`config.mk`:
```
export PLATFORM = sky130hd
export DESIGN_NAME = recency_arbiter
export DESIGN_NICKNAME = d
export VERILOG_FILES = /design/src/rtl/recency_arb_pkg.sv /design/src/rtl/recency_state.sv /design/src/rtl/recency_grant_ctrl.sv /design/src/rtl/recency_arbiter.sv
export SDC_FILE = /design/constraint.sdc
export NUM_CORES = 1
export LEC_CHECK = 0
export ABC_CLOCK_PERIOD_IN_PS = 1800
export BUFFER_PORTS_ARGS = -buffer_cell sky130_fd_sc_hd__buf_2
export CORE_AREA = 2 2 39 41
export CTS_CLUSTER_SIZE = 25
export DETAILED_ROUTE_END_ITERATION = 7
export DIE_AREA = 0 0 41 43
export PLACE_DENSITY = 0.5
export SETUP_SLACK_MARGIN = 0.05
export SYNTH_ARGS = -nofsm -noshare
export SYNTH_HDL_FRONTEND = slang
export SYNTH_HIERARCHICAL = 1
export SYNTH_SLANG_ARGS = --single-unit
```
`constraint.sdc`:
```
create_clock -name clk -period 1.8 [get_ports clk]
set_input_delay 0.36 -clock clk [delete_from_list [all_inputs] [get_ports clk]]
set_output_delay 0.36 -clock clk [all_outputs]
set_load 0.02 [all_outputs]
```
`src/rtl/recency_arb_pkg.sv`:
```
package recency_arb_pkg;
  localparam int unsigned ARB_N = 3;

  typedef logic [ARB_N-1:0] reqVec_t;
  // beatMat[i][j] == 1 : requester i ranks ahead of requester j
  typedef logic [ARB_N-1:0][ARB_N-1:0] beatMat_t;

  typedef struct packed {
    logic    commit;   // a grant happened this cycle
    reqVec_t winner;   // one-hot winner, zero when idle
  } arbStrobe_t;

  function automatic beatMat_t initialRanking();
    beatMat_t m;
    m = '0;
    for (int i = 0; i < ARB_N; i++)
      for (int j = 0; j < ARB_N; j++)
        m[i][j] = (i < j);
    return m;
  endfunction
endpackage

```
`src/rtl/recency_state.sv`:
```
module recency_state
  import recency_arb_pkg::*;
(
  input  logic       clk,
  input  logic       rst,
  input  arbStrobe_t strobe,
  output beatMat_t   beatMat,
  output reqVec_t    histBits
);
  beatMat_t beatNext;

  always_comb begin
    beatNext = beatMat;
    if (strobe.commit) begin
      for (int i = 0; i < ARB_N; i++) begin
        for (int j = 0; j < ARB_N; j++) begin
          if (i != j) begin
            if (strobe.winner[i])      beatNext[i][j] = 1'b0;  // winner falls behind everyone
            else if (strobe.winner[j]) beatNext[i][j] = 1'b1;  // everyone moves ahead of winner
          end
        end
      end
    end
  end

  always_ff @(posedge clk) begin
    if (rst) begin
      beatMat  <= initialRanking();
      histBits <= '0;
    end else begin
      beatMat  <= beatNext;
      histBits <= strobe.winner;
    end
  end
endmodule

```
`src/rtl/recency_grant_ctrl.sv`:
```
module recency_grant_ctrl
  import recency_arb_pkg::*;
(
  input  reqVec_t    req,
  input  beatMat_t   beatMat,
  input  reqVec_t    histBits,
  output reqVec_t    ack,
  output arbStrobe_t strobe
);
  reqVec_t eligible;

  for (genvar i = 0; i < ARB_N; i++) begin : g_elig
    localparam reqVec_t SelfBit = reqVec_t'(1) << i;
    logic othersReq;
    assign othersReq   = |(req & ~SelfBit);
    // demotion: last winner only competes when alone
    assign eligible[i] = req[i] & (~histBits[i] | ~othersReq);
  end

  for (genvar i = 0; i < ARB_N; i++) begin : g_pick
    reqVec_t beatenBy;
    always_comb begin
      beatenBy = '0;
      for (int j = 0; j < ARB_N; j++)
        if (j != i) beatenBy[j] = eligible[j] & beatMat[j][i];
    end
    assign ack[i] = eligible[i] & ~(|beatenBy);
  end

  assign strobe.commit = |ack;
  assign strobe.winner = ack;
endmodule

```
`src/rtl/recency_arbiter.sv`:
```
module recency_arbiter (
  input  logic       clk,
  input  logic       rst,
  input  logic [2:0] req,
  output logic [2:0] ack
);
  import recency_arb_pkg::*;

  arbStrobe_t strobe;
  beatMat_t   beatMat;
  reqVec_t    histBits;

  recency_grant_ctrl u_ctrl (
    .req     (req),
    .beatMat (beatMat),
    .histBits(histBits),
    .ack     (ack),
    .strobe  (strobe)
  );

  recency_state u_state (
    .clk     (clk),
    .rst     (rst),
    .strobe  (strobe),
    .beatMat (beatMat),
    .histBits(histBits)
  );
endmodule

```
==> run metrics, run 1 <==
status=completed; Clock transition at path regs=60 ps; syn_nets=49; ANT nets after route=0; total number of vias=321; unrepaired setup endpoints after global routing=yes; power per cell area=1000 nW/um2; worst path arrival time=1290 ps; synthesized area=410 um2; clk sinks=9; Final Wtd Congestion=0.640; GRT Total Usage=0.114; drt first pass iters=3; area delta synth->final=22.6%; largest net degree at the start of global routing=9; Initial Util=0.297; CORE AREA=1380 um2; setup TNS=0 ps; Worst setup SP type=register; LEAKAGE=0.219 nW; CP max FO=4; worst skew pair latency=250 ps; Slew HR=0.881; worst r2r src=u_state/beatMat[6]; CTS Buffer Depth=2; post-CTS setup buffers=0; total wire length=742 um; DR iter-0 viols=4; Hold Startpoint=rst; peak supply drop=339 uV; register area=181 um2; final hold violation count=0; Rows=14; routed len/inst=10.6 um; final core occ=0.363; Final period util=0.916; FILL cells=158; fraction of layout cells with a size suffix above 1=0.333; Die H=43 um; final setup violating endpoints=0; max-slew violations=0; H-tree depth=1; Clock Skew=2.65 ps; vias in the first global route=322; Ports=8; crit end category=output port; Residual DRC=0; WP data required=1440 ps; syn avg cell area=9.33 um2; Slew @ Worst Pin=176 ps; crit path time final=1650 ps; min-delay worst type=input port to register; die area=1760 um2; vias per cell=4.59; worst r2r path cells=6; nets=60; critical path startpoint=u_state/beatMat[7]; first-pass GRT wire length=1280 um; Synthesis Warnings=6; Die X=41 um; WS Path Type=register to output port; Peak Freq=606 MHz; initial antenna violation count=0; Clock Root Buffer=clkbuf_4; Port Buffer Count=7; multi-input logic area=213 um2; overflow left after global routing=0; cell depth of the worst min-delay path=2; MaxCap Viol Count=0; CTS tree=yes; Cells after Synth=44; ant diodes=0; CTS buffer count=3
==> critical path, stage by stage (launching register included) <==
cell     delay [ps]
dfxtp_1         310
nor2b_1         120
o21ai_0         160
and3_1          190
buf_4           130
buf_4           130
==> state kept, by name (all words and copies together), names as in the netlist <==
register / cells
u_state/beatMat: 6
u_state/histBits: 3
==> metrics by stage <==
step | cells | area [um2] | total power, mW | worst slack, ps | hold slack (ps)
2_1_floorplan | 44 | 410 | 0.321 | 163 | 430
3_3_place_gp | 66 | 458 | 0.349 | 96.4 | 449
3_5_place_dp | 66 | 458 | 0.347 | 100 | 447
4_1_cts | 70 | 484 | 0.502 | 56.3 | 357
5_1_grt | 70 | 503 | 0.542 | 44.0 | 362
6_report | 70 | 503 | 0.503 | 151 | 363
==> power breakdown <==
| group | switching [mW] | total, mW | internal [mW] |
|---|---|---|---|
| sequential | 0.0112 | 0.232 | 0.221 |
| clock | 0.0667 | 0.152 | 0.0852 |
| combinational | 0.0559 | 0.119 | 0.0633 |
| total | 0.134 | 0.503 | 0.370 |
==> worst paths after layout <==
| kind | slack, ps | endpoint |
|---|---|---|
| setup / recovery | 150 | ack[1] |
| hold / removal | 360 | u_state/beatMat[3] |
| setup reg to reg | 190 | u_state/beatMat[7] |
| hold reg to reg | 460 | u_state/beatMat[6] |
==> cell usage in the layout, fill, tap and decap left out, drive strengths merged <==
master and instances:
o21ai 6, dfxtp 9, nor2b 8, nor3 1, o21bai 3, buf 9, a21oi 5, clkbuf 4
o21a 2, and2b 1, or3 1, and3 3, and2 2
==> routing by layer <==
| metal | vias to the layer above | GRT usage | part of all wire |
|---|---|---|---|
| met3 | 0 | 0.0157 | 0.040 |
| met1 | 142 | 0.131 | 0.45 |
| met2 | 6 | 0.163 | 0.51 |
| li1 | 173 | - | - |
| met5 | - | 0 | 0 |
| met4 | 0 | 0.120 | 0 |
==> area by class of cell <==
type                       count  share of cell area
multi-input combinational     32               0.423
sequential                     9               0.361
timing repair buffer           9               0.124
clock buffer                   4              0.0522
tap                           16              0.0398
==> timing repair <==
item,CTS,global route
hold buffers,0,0
setup endpoints to repair,0,5
gates resized for setup,0,6
endpoints found under the hold margin,0,0
Note: power is estimated with default switching activity, not from simulation.
==> run 2: changes to the inputs <==
--- a/config.mk
+++ b/config.mk
@@ -12,6 +12,7 @@
 export DETAILED_ROUTE_END_ITERATION = 7
 export DIE_AREA = 0 0 41 43
 export PLACE_DENSITY = 0.5
+export REMOVE_ABC_BUFFERS = 1
 export SETUP_SLACK_MARGIN = 0.05
 export SYNTH_ARGS = -nofsm -noshare
 export SYNTH_HDL_FRONTEND = slang
==> run 2 against run 1 <==
Net effect:
- sequential power barely moved
- non-clock buffer count did not move
- power fell by 0.48%
- clock skew fell by 0.77 ps
- flip-flop and latch count did not move
- first-iteration DRC count rose by 100%
- register-to-register slack got worse by 90 ps
- largest power group unchanged
- critical path type is now register to register
- utilization fell by 0.81 points
- critical path depth rose by 1
==> run metrics, run 2 (synthesis results as in run 1) <==
max-slew violations=0; overflow left after global routing=0; placed cells=66; post-CTS setup buffers=0; initial antenna violation count=0; GRT Total Usage=0.108; Peak Freq=588 MHz; Logic pwr share=0.227; CTS Buffer Depth=2; WS Path Type=register to register; Worst setup SP type=register; peak supply drop=303 uV; final core occ=0.355; hold slack=370 ps; Clock transition at path regs=60 ps; Tot Pwr=0.501 mW; crit end category=register; CP max FO=7; CTS tree=yes; MaxCap Viol Count=0; Power Internal=0.364 mW; Die H=43 um; area delta synth->final=19.8%; routed len/inst=11.3 um; total number of vias=334; most flop-heavy register=u_state/beatMat; number of flip-flops in the largest register=6; Setup crit end=u_state/beatMat[7]; ANT nets after route=0; most frequent cells in the layout=8 x nor2b_1, 8 x dfxtp_1, 6 x buf_2; worst skew pair latency=260 ps; worst r2r src=u_state/histBits[1]; reg2reg setup slack=100 ps; Ports=8; drt first pass iters=2; die area=1760 um2; CORE AREA=1380 um2; Die X=41 um; worst path arrival time=1850 ps; largest net degree at the start of global routing=9; worst r2r path cells=6; fraction of layout cells with a size suffix above 1=0.315; LEAKAGE=0.217 nW; Regs by FF count=u_state/beatMat (6), u_state/histBits (3); switching pwr=0.137 mW; Slew HR=0.849; total wire length=792 um; worst r2r dst=u_state/beatMat[7]; grt met2 use=0.141; status=completed; final hold violation count=0; nets=60; final cell count without fillers=70; CTS buffer count=3; first-pass GRT wire length=1240 um; vias per cell=4.77; WP data required=1950 ps; Rows=14; Port Buffer Count=7; critical path startpoint=u_state/histBits[1]; Residual DRC=0; clk sinks=9; vias in the first global route=307; Clk network pwr share=0.309; Sequential Power Share=0.463; # hold bufs at CTS=0; Sw Ratio=0.273; Initial Util=0.297; setup TNS=0 ps; crit path time final=1700 ps; Clock Root Buffer=clkbuf_4; Final period util=0.945; ant diodes=0; Final Wtd Congestion=0.677; power per cell area=1020 nW/um2; min-delay worst type=input port to register; final setup violating endpoints=0; H-tree depth=1; Slew @ Worst Pin=227 ps; Clock Skew=1.88 ps; unrepaired setup endpoints after global routing=yes; Most Crowded Layer GR=met2; DR iter-0 viols=8; GR Util met3=0.0157; GRT met1 Usage=0.133
==> run 2: cell counts in the layout (fill, tap and decap cells not counted) <==
Identical to the previous run, type by type.
==> run 2: metrics by stage <==
stage	instance area, um2	worst slack (ps)
floorplan	388	134
global placement	458	92.7
CTS	485	74.5
finish	492	99.1
global route	492	21.1
detailed placement	458	92.7
==> run 2: per-layer routing <==
metal  wire length, um  part of all wire  up-vias
met3                26             0.033        2
met4                15             0.019        0
met5                 0                 0        -
li1                  -                 -      174
met2               361              0.46        7
met1               389              0.49      151
==> run 2: how the worst min path moves through the flow <==
stage / startpoint / to / slack [ps] / depth (start not counted)
finish: rst / u_state/histBits[0] / 370 / 2
global route: rst / u_state/beatMat[3] / 380 / 2
CTS: rst / u_state/histBits[0] / 360 / 2
detailed placement: u_state/beatMat[7] / u_state/beatMat[7] / 450 / 1
global placement: u_state/beatMat[7] / u_state/beatMat[7] / 440 / 1
floorplan: rst / u_state/beatMat[3] / 430 / 1
==> run 2: what timing repair did <==
action | in CTS | in global routing
pin swaps | 0 | 1
gates resized for setup | 1 | 3
endpoints found under the setup margin | 1 | 4
==> run 2: critical path: stages (launching register included) <==
cell and delay, ps:
dfxtp_1 330, nor2b_1 120, o21ai_0 80, and3_4 200, or3_1 480, and2_4 220
o21a_1 160
==> run 2: area by class of cell <==
type                       instances  area (um2)
sequential                         9         181
clock buffer                       4        26.3
tap                               16        20.0
timing repair buffer               9        56.3
fill                             152         892
multi-input combinational         32         208
==> run 2: power groups by stage <==
stage | Combinational (mW) | Clock [mW] | Sequential [mW]
final | 0.114 | 0.155 | 0.232
after global routing | 0.126 | 0.173 | 0.234
after CTS | 0.111 | 0.164 | 0.232
after detailed placement | 0.111 | 0 | 0.236
after global placement | 0.111 | 0 | 0.237
after floorplan | 0.0781 | 0 | 0.233
